===== config.mk =====
export PLATFORM = sky130hd
export DESIGN_NAME = xfer_inject_seq
export DESIGN_NICKNAME = d
export VERILOG_FILES = /design/src/rtl/xis_pkg.sv /design/src/rtl/xis_arbiter.sv /design/src/rtl/xis_holdoff.sv /design/src/rtl/xis_flags.sv /design/src/rtl/xfer_inject_seq.sv
export SDC_FILE = /design/constraint.sdc
export NUM_CORES = 1
export LEC_CHECK = 0
export BUFFER_PORTS_ARGS = -buffer_cell sky130_fd_sc_hd__buf_2
export CORE_MARGIN = 3
export CORE_UTILIZATION = 40
export DETAILED_ROUTE_END_ITERATION = 6
export PLACE_DENSITY = 0.63
export SLEW_MARGIN = 20
export SYNTH_ARGS = -nofsm -noshare
export SYNTH_HDL_FRONTEND = slang
export SYNTH_SLANG_ARGS = --single-unit

===== constraint.sdc =====
create_clock -name clk -period 21.9 [get_ports clk]
set_clock_uncertainty 0.2 [all_clocks]
set_input_delay 3.285 -clock clk [delete_from_list [all_inputs] [get_ports clk]]
set_output_delay 3.285 -clock clk [all_outputs]
set_load 0.01 [all_outputs]

===== src/rtl/xis_pkg.sv =====
// Shared types for the transfer injection sequencer.
package xis_pkg;
    // Sequencer phases: arbitrate, won, injected slot, completion.
    typedef enum logic [1:0] {
        ST_IDLE = 2'd0,
        ST_WON  = 2'd1,
        ST_INJ  = 2'd2,
        ST_DONE = 2'd3
    } seq_st_t;
endpackage


===== src/rtl/xis_arbiter.sv =====
// Combinational priority pick among candidate sources.
// Assumes: the candidate vector is already masked by flags and enables.
// Picks the highest level; on a tie the lower index wins.
module xis_arbiter #(
    parameter int NSRC   = 8,
    parameter int PRIO_W = 3,
    localparam int IDX_W = (NSRC > 1) ? $clog2(NSRC) : 1
) (
    input  logic [NSRC-1:0]        cand,
    input  logic [NSRC*PRIO_W-1:0] prio,
    output logic                   win_vld,
    output logic [IDX_W-1:0]       win_idx
);
    logic [PRIO_W-1:0] best;

    // Linear scan: a later source replaces the choice only when its level is strictly higher.
    always_comb begin
        win_vld = 1'b0;
        win_idx = '0;
        best    = '0;
        for (int i = 0; i < NSRC; i++) begin
            if (cand[i] && (!win_vld || prio[i*PRIO_W +: PRIO_W] > best)) begin
                win_vld = 1'b1;
                win_idx = IDX_W'(i);
                best    = prio[i*PRIO_W +: PRIO_W];
            end
        end
    end
endmodule


===== src/rtl/xis_holdoff.sv =====
// Post-return holdoff counter.
// Assumes: load and tick are single-cycle pulses. While freeze is high, nothing changes.
module xis_holdoff #(
    parameter int HOLD_CYC = 2,
    localparam int CNT_W   = $clog2(HOLD_CYC + 1)
) (
    input  logic clk,
    input  logic rst_n,
    input  logic freeze,
    input  logic load,
    input  logic tick,
    output logic active
);
    logic [CNT_W-1:0] cnt;

    // Load on a return, count down on each completed instruction.
    always_ff @(posedge clk) begin
        if (!rst_n)
            cnt <= '0;
        else if (!freeze) begin
            if (load)
                cnt <= CNT_W'(HOLD_CYC);
            else if (tick && cnt != '0)
                cnt <= cnt - 1'b1;
        end
    end

    assign active = (cnt != '0);

    a_r8_cnt_bounded: assert property (@(posedge clk) disable iff (!rst_n)
        cnt <= CNT_W'(HOLD_CYC));
    a_r9_cnt_frozen: assert property (@(posedge clk) disable iff (!rst_n)
        freeze |=> $stable(cnt));
endmodule


===== src/rtl/xis_flags.sv =====
// Sticky per-source request flags.
// Assumes: clr_en is already gated by the caller. A clear beats a set to the same bit.
module xis_flags #(
    parameter int NSRC   = 8,
    localparam int IDX_W = (NSRC > 1) ? $clog2(NSRC) : 1
) (
    input  logic             clk,
    input  logic             rst_n,
    input  logic [NSRC-1:0]  set_vec,
    input  logic             clr_en,
    input  logic [IDX_W-1:0] clr_idx,
    output logic [NSRC-1:0]  flags
);
    for (genvar g = 0; g < NSRC; g++) begin : g_flag
        // One flag bit: clear has precedence, otherwise a pulse sets it.
        always_ff @(posedge clk) begin
            if (!rst_n)
                flags[g] <= 1'b0;
            else if (clr_en && clr_idx == IDX_W'(g))
                flags[g] <= 1'b0;
            else if (set_vec[g])
                flags[g] <= 1'b1;
        end

        a_r7_clear_wins: assert property (@(posedge clk) disable iff (!rst_n)
            (clr_en && clr_idx == IDX_W'(g)) |=> !flags[g]);
    end
endmodule


===== src/rtl/xfer_inject_seq.sv =====
// Transfer injection sequencer top.
// Runs one arbitration round per cycle over flagged, enabled sources. It injects one
// transfer slot into decode, clears the winner's flag and then resumes execution.
// Assumes: ctl_rd is meaningful in the won cycle only; bus_busy stretches every cycle.
module xfer_inject_seq #(
    parameter int NSRC     = 8,
    parameter int PRIO_W   = 3,
    parameter int HOLD_CYC = 2,
    localparam int IDX_W   = (NSRC > 1) ? $clog2(NSRC) : 1
) (
    input  logic                   clk,
    input  logic                   rst_n,
    input  logic [NSRC-1:0]        req_pulse,
    input  logic [NSRC-1:0]        src_en,
    input  logic [NSRC*PRIO_W-1:0] src_prio,
    input  logic                   bus_busy,
    input  logic                   ctl_rd,
    input  logic                   reti_done,
    input  logic                   instr_done,
    output logic                   slot_inject,
    output logic                   slot_done,
    output logic [IDX_W-1:0]       slot_src,
    output logic [NSRC-1:0]        flags,
    output logic                   holdoff
);
    import xis_pkg::*;

    seq_st_t          st, st_nx;
    logic [IDX_W-1:0] cur_src, cur_nx;
    logic             win_vld;
    logic [IDX_W-1:0] win_idx;
    logic             clr_en;

    xis_flags #(.NSRC(NSRC)) u_flags (
        .clk(clk), .rst_n(rst_n), .set_vec(req_pulse),
        .clr_en(clr_en), .clr_idx(cur_src), .flags(flags)
    );

    xis_arbiter #(.NSRC(NSRC), .PRIO_W(PRIO_W)) u_arb (
        .cand(flags & src_en), .prio(src_prio),
        .win_vld(win_vld), .win_idx(win_idx)
    );

    xis_holdoff #(.HOLD_CYC(HOLD_CYC)) u_hold (
        .clk(clk), .rst_n(rst_n), .freeze(bus_busy),
        .load(reti_done), .tick(instr_done), .active(holdoff)
    );

    // Next-state choice: entry gated by holdoff; a control read repeats the won round.
    always_comb begin
        st_nx  = st;
        cur_nx = cur_src;
        unique case (st)
            ST_IDLE: if (!holdoff && win_vld) begin
                st_nx  = ST_WON;
                cur_nx = win_idx;
            end
            ST_WON: if (ctl_rd) begin
                if (win_vld) cur_nx = win_idx;
                else         st_nx  = ST_IDLE;
            end else begin
                st_nx = ST_INJ;
            end
            ST_INJ:  st_nx = ST_DONE;
            ST_DONE: st_nx = ST_IDLE;
            default: st_nx = ST_IDLE;
        endcase
    end

    // State and winner registers; bus_busy holds them.
    always_ff @(posedge clk) begin
        if (!rst_n) begin
            st      <= ST_IDLE;
            cur_src <= '0;
        end else if (!bus_busy) begin
            st      <= st_nx;
            cur_src <= cur_nx;
        end
    end

    assign clr_en      = (st == ST_INJ) && !bus_busy;
    assign slot_inject = (st == ST_INJ);
    assign slot_done   = (st == ST_DONE);
    assign slot_src    = cur_src;

    a_r2_won_to_inject: assert property (@(posedge clk) disable iff (!rst_n)
        (st == ST_WON && !bus_busy && !ctl_rd) |=> slot_inject);
    a_r3_done_follows: assert property (@(posedge clk) disable iff (!rst_n)
        (slot_inject && !bus_busy) |=> (slot_done && !slot_inject));
    a_r7_winner_cleared: assert property (@(posedge clk) disable iff (!rst_n)
        (slot_inject && !bus_busy) |=> !flags[$past(slot_src)]);
    a_r8_holdoff_gate: assert property (@(posedge clk) disable iff (!rst_n)
        (st == ST_IDLE && holdoff) |=> st != ST_WON);
    a_r9_busy_freeze: assert property (@(posedge clk) disable iff (!rst_n)
        bus_busy |=> $stable(st) && $stable(slot_src));
endmodule


; Word level (Yosys, flattened, before mapping)
; Index checks and enable logic that the tools add are counted.
[word_totals]
inputBits = 46
elab_cells = 118
output_inout_bits = 14
regBits = 15
[op_classes]
n_reduce_logical = 50
addsub = 1
n_eq_ne = 14
bitwise_logic = 3
mux = 32
order_cmp = 7
[ops]
columns = cell, n
row1 = 3-bit 2-to-1 mux, 14
row2 = 3-bit greater-than comparator, 7
row3 = 1-bit logical AND, 18
row4 = 2-bit OR reduction, 8
row5 = 2-bit 2-to-1 mux, 7
row6 = 3-bit == test (second input constant), 4
row7 = 1-bit zero test, 9
row8 = 1-bit 2-to-1 mux, 9
row9 = 8-bit AND, 1
row10 = 2-bit case mux with 4 select lines, 1
row11 = 1-bit logical OR, 7
row12 = 3-bit by 2-bit == test with 1-bit output (second input constant), 2
row13 = 2-bit != test (second input constant), 3
row14 = 3-bit case mux with 2 select lines, 1
row15 = 2-bit nonzero test, 3
row16 = 5-bit AND reduction, 1
row17 = 2-bit == test (second input constant), 2
row18 = 3-bit by 1-bit == test with 1-bit output (second input constant), 1
row19 = 3-bit zero test, 1
row20 = 3-bit != test (second input constant), 1
row21 = 3-bit AND reduction, 1
row22 = 2-bit by 1-bit == test with 1-bit output (second input constant), 1
row23 = 2-bit zero test, 1
row24 = 1-bit inverter, 2
row25 = other kinds (2), 2

; Longest topological paths before layout
[depth]
word_depth = 33
depth_mapped = 48
ltp_nobuf = 46

; By module
; Synthesis repeated with hierarchy kept, for this count alone.
[hier_totals]
cells_unflattened = 221
area_unflattened_um2 = 1732.9
[by_module_without_submodules]
columns = mod, area_each_um2, seq_area_each_um2, instances, cells_each
row1 = xis_arbiter, 997.2, 0.0, 1, 138
row2 = xfer_inject_seq, 327.8, 100.1, 1, 40
row3 = xis_flags, 274.0, 160.2, 1, 28
row4 = xis_holdoff, 133.9, 40.0, 1, 15

; Worst setup path after synthesis
; No wires, ideal clock.
[synth_timing]
kind = input-to-reg
startpoint = input src_en[0]
endpoint = register cur_src[0], in the netlist slot_src[0]
setup_ns = 0.120
cell_stages = 47
arrival_ns = 12.023
path_slack_ns = 9.557
path_buffers = 2
required_ns = 21.580
path_cell_list = and3_1 inv_1 ha_1 and3_4 a211o_1 a211oi_1 ha_1 a21oi_1 a21oi_1 o211ai_1 mux2i_1 inv_1 ha_1 a21oi_1 a32oi_1 o21bai_1 mux2_2 inv_1 [... 11 more ...] o21ai_1 nand2_1 o221ai_1 ha_1 nor2b_1 o21ai_0 nand2b_1 a22oi_1 buf_2 nand3_1 o211ai_1 ha_1 nor2b_1 o21a_1 o21a_1 a211oi_1 o211a_1 nor3_1
[synth_via]
elab_chain_len = 33
word_cells_on_any_way = 59
classes_between = order compare (7) / eq/ne (2) / mux (26) / bitwise (1) / reduce/logical (23)
[synth_rtl]
columns = element, line_no
row1 = "start, declared", xfer_inject_seq.sv:14  ; input logic [NSRC-1:0] src_en,
row2 = 8-bit AND (*), xfer_inject_seq.sv:40  ; .cand(flags & src_en), .prio(src_prio),
row3 = 3-bit 2-to-1 mux or 1-bit 2-to-1 mux (tied branches), xis_arbiter.sv:22  ; if (cand[i] && (!win_vld || prio[i*PRIO_W +: PRIO_W] > best)) begin
row4 = 3-bit greater-than comparator or 1-bit zero test (tied branches), xis_arbiter.sv:22
row5 = 1-bit logical OR, xis_arbiter.sv:22
row6 = 1-bit logical AND, xis_arbiter.sv:22
row7 = 3-bit 2-to-1 mux or 1-bit 2-to-1 mux (tied branches), xis_arbiter.sv:22
row8 = 3-bit greater-than comparator or 1-bit zero test (tied branches), xis_arbiter.sv:22
row9 = 1-bit logical OR, xis_arbiter.sv:22
row10 = [... 17 more ...], n/a
row11 = 3-bit 2-to-1 mux or 1-bit 2-to-1 mux (tied branches), xis_arbiter.sv:22
row12 = 3-bit greater-than comparator or 1-bit zero test (tied branches), xis_arbiter.sv:22
row13 = 1-bit logical OR, xis_arbiter.sv:22
row14 = 1-bit logical AND, xis_arbiter.sv:22
row15 = 3-bit 2-to-1 mux or 1-bit 2-to-1 mux (tied branches), xis_arbiter.sv:22
row16 = 3-bit 2-to-1 mux or 1-bit logical AND (tied branches), "xfer_inject_seq.sv:59, xfer_inject_seq.sv:54"
row17 = 3-bit 2-to-1 mux or 2-bit != test (tied branches), n/a
row18 = 3-bit case mux with 2 select lines or 5-bit AND reduction (tied branches), n/a
row19 = "end signal, assigned", xfer_inject_seq.sv:77  ; cur_src <= cur_nx;
row20 = "end, declared", xfer_inject_seq.sv:29  ; logic [IDX_W-1:0] cur_src, cur_nx;
; Mark *: on every way between the ends. The rest lies on a longest branch, timed or not. The select of a mux whose other input is x is not followed.
; A chain may end at the register's enable or synchronous reset.

; Worst setup path in the final report
; Ends and elaborated chain as after synthesis.

==> metrics.cfg <==
[drt]
wl_per_cell_um = 13.3
viasPerCell = 5.52
vias = 1749
drt_iter0_drc = 83
ant_nets = 0
drt-pass1-iter-count = 4
post-route-drc-count = 0
routed_wl_um = 4210

[layout]
n_antenna_cell = 0
drive_above_1_share = 0.275
syn2layout_area_growth_pct = 21.9
final_nets = 338
mostFrequentLayoutCells = 59 x buf_2, 22 x inv_1, 22 x ha_1, 18 x o21ai_0
final_common_cell = buf_2
final_cells = 317

[logic_synthesis]
synth-adder-area-share = 0.164
synth_top_family_by_area = compound AO/OA/AOI/OAI gates
synth_top_area_frac = 0.179
synth_edf_count = 0
async_reset_ff_frac = 0
syn_inst = 212
synth.avg_cell_area_um2 = 7.90
syn_area_um2 = 1670
synth_xor_area_frac = 0
synthFlopType = dfxtp_1
synth_compound_area_frac = 0.283
yosysTopAreaCell = dfxtp_1
ys_seq_area_frac = 0.179
synth_nets = 280
synth-simple-area-share = 0.216
synthMuxAreaShare = 0.0852
synth_seq_cells = 15
ys.warnings.count = 0
ys_top_cells_by_area = dfxtp_1 18%, ha_1 16%, o21ai_0 5.4%, inv_1 4.9%, a21oi_1 4.5%
yosysUniqueCellTypes = 50

[setup_path]
crit_slowest_cell = a22oi_1
crit_family = compound AO/OA/AOI/OAI gates
r2r-start = u_flags.flags[0]$_SDFFE_PP0P_
crit_cells = 46
critPathLaunchType = input port
cpPeakStageDelay_ns = 0.71
critPathMaxFanout = 11
ff2ff_setup_slack_ns = 10.91
r2r_end = slot_src[0]$_SDFFE_PN0P_
cp_common_cell = ha_1
path_buf_inv = 4
worstPathRequired_ns = 21.84
critPathCaptureType = register
reg2reg_depth = 45
crit_type = input port to register
worst_ep_arrival_time_ns = 13.64

[timing]
hold_viol = 0
slew_headroom = 0.413
finalSetupViolCount = 0
period_share = 0.626
fin_crit_ns = 13.70
maxSlewViolCount = 0
rsz0062_at_grt = false
worst_slew_pin_slew_ns = 0.881
timing.final.ws_setup_ns = 8.20
setup-tns-final_ns = 0
clock.fmax_mhz = 73.0

[cts]
cts_tree = built
clock_latency_ns = 0.25
holdBufCountCts = 0
htree_levels = 1
numClockSinks = 15
clk_pin_slew_ns = 0.06
cts_setup_buffers = 0
cts_max_path_buffers = 2
root_buffer = clkbuf_8
ctsResizeCount = 0
numCtsBuffers = 3

[floorplanning]
rows = 22
start_util = 0.434
die_h_um = 70.7
ioPinCount = 60
dieArea_um2 = 5000
die_w_um = 70.7
core_area_um2 = 3850

[pwr]
p_leak_nw = 1.04
powerDensity_nw_per_um2 = 49.3
comb_power_share = 0.457
clockPowerShare = 0.221
power_frac_seq = 0.322
p_sw_frac = 0.366
intPower_w = 0.0000639
ir_worst_vdd_v = 0.0000450
switching_power_w = 0.0000368

[global_route]
grt_util_met2 = 0.269
antenna_found_initial = 0
grt_pass1_vias = 1614
overflow = 0
use_met3 = 0.0398
grt_pass1_wl_um = 7280
grt.busiest_layer = met2
met1_usage = 0.251
grt_max_degree = 16
grt_use_total = 0.171

[placed_design]
dp_cells = 313
place_congestion = 0.875
detailedPlace.worstSlack_ns = 7.95
port_buffers = 59
dp_hpwl_um = 3490

[min_path]
min-delay-start = u_hold.cnt[0]$_SDFFE_PN0P_
worstHoldPathType = register to register
hold_depth = 2
hold_end = u_hold.cnt[0]$_SDFFE_PN0P_

[status]
outcome = finished, final reports clean

[run]
cap_violations = 0

==> worst max-delay path by stage <==
stage	endpoint	start	slack [ns]
4_1_cts	slot_src[0]$_SDFFE_PN0P_	src_en[0]	8.16
3_3_place_gp	slot_src[0]$_SDFFE_PN0P_	src_en[0]	8.03
2_1_floorplan	slot_src[0]$_SDFFE_PN0P_	src_en[0]	9.56
5_1_grt	slot_src[0]$_SDFFE_PN0P_	src_en[0]	7.05
6_report	slot_src[0]$_SDFFE_PN0P_	src_en[0]	8.20
3_5_place_dp	slot_src[0]$_SDFFE_PN0P_	src_en[0]	7.95
==> cells by family after synthesis <==
family,count (synthesis)
AOI/OAI and AO/OA,73
buffers and inverters,29
muxes,12
and+or+nand+nor,61
adders and majority gates,22
DFF,15
==> routing by layer <==
layer,up-vias,wire length (um)
met2,56,1910
met4,0,0
li1,917,-
met1,776,2010
met3,0,298
met5,-,0
==> final cells by class <==
| cell class | count | area [um^2] |
|---|---|---|
| Clock buffer | 3 | 41.3 |
| Tap cell | 48 | 60.1 |
| Inverter | 23 | 86.3 |
| Multi-Input combinational cell | 168 | 1250 |
| Sequential cell | 15 | 300 |
| Timing Repair Buffer | 59 | 295 |
| Fill cell | 406 | 1810 |
| Clock inverter | 1 | 5.00 |
==> worst min-delay path, stage by stage (launching register included) <==
cell and delay (ns):
dfxtp_1 0.30, o21ai_0 0.06, a21boi_0 0.07
==> through the flow <==
stage	area, um^2	power [W]	hold slack (ns)	util
global route	2040	0.000110	0.331	0.530
finish	2040	0.000101	0.286	0.530
detailed placement	1990	0.0000790	0.283	0.518
floorplan	1670	0.0000654	0.256	-
CTS	2040	0.000102	0.292	0.530
global placement	1990	0.0000792	0.280	0.518
==> state kept, by name, indices dropped and copies added, names as in the netlist, named ones only <==
name	cells
slot_src	3
st	1
u_flags.flags	8
u_hold.cnt	2
==> synth_stat cells, drive strengths merged, types with 4 or more instances <==
cell and n:
ha 22, nand2 14, a31oi 7, inv 23, o211ai 6, a21oi 15
o21ai 19, mux2 5, nand3 5, nor2b 8, mux2i 7, a21boi 4
and3 11, and2 4, a211oi 6, dfxtp 15
==> power groups by stage <==
stage / Clock [W] / Combinational (W) / Sequential [W]
after floorplan: 0 / 0.0000324 / 0.0000331
after global placement: 0 / 0.0000461 / 0.0000331
after detailed placement: 0 / 0.0000460 / 0.0000330
after CTS: 0.0000229 / 0.0000464 / 0.0000324
after global routing: 0.0000240 / 0.0000531 / 0.0000329
final: 0.0000222 / 0.0000460 / 0.0000325
No activity file was read; power rests on OpenSTA's default activity.
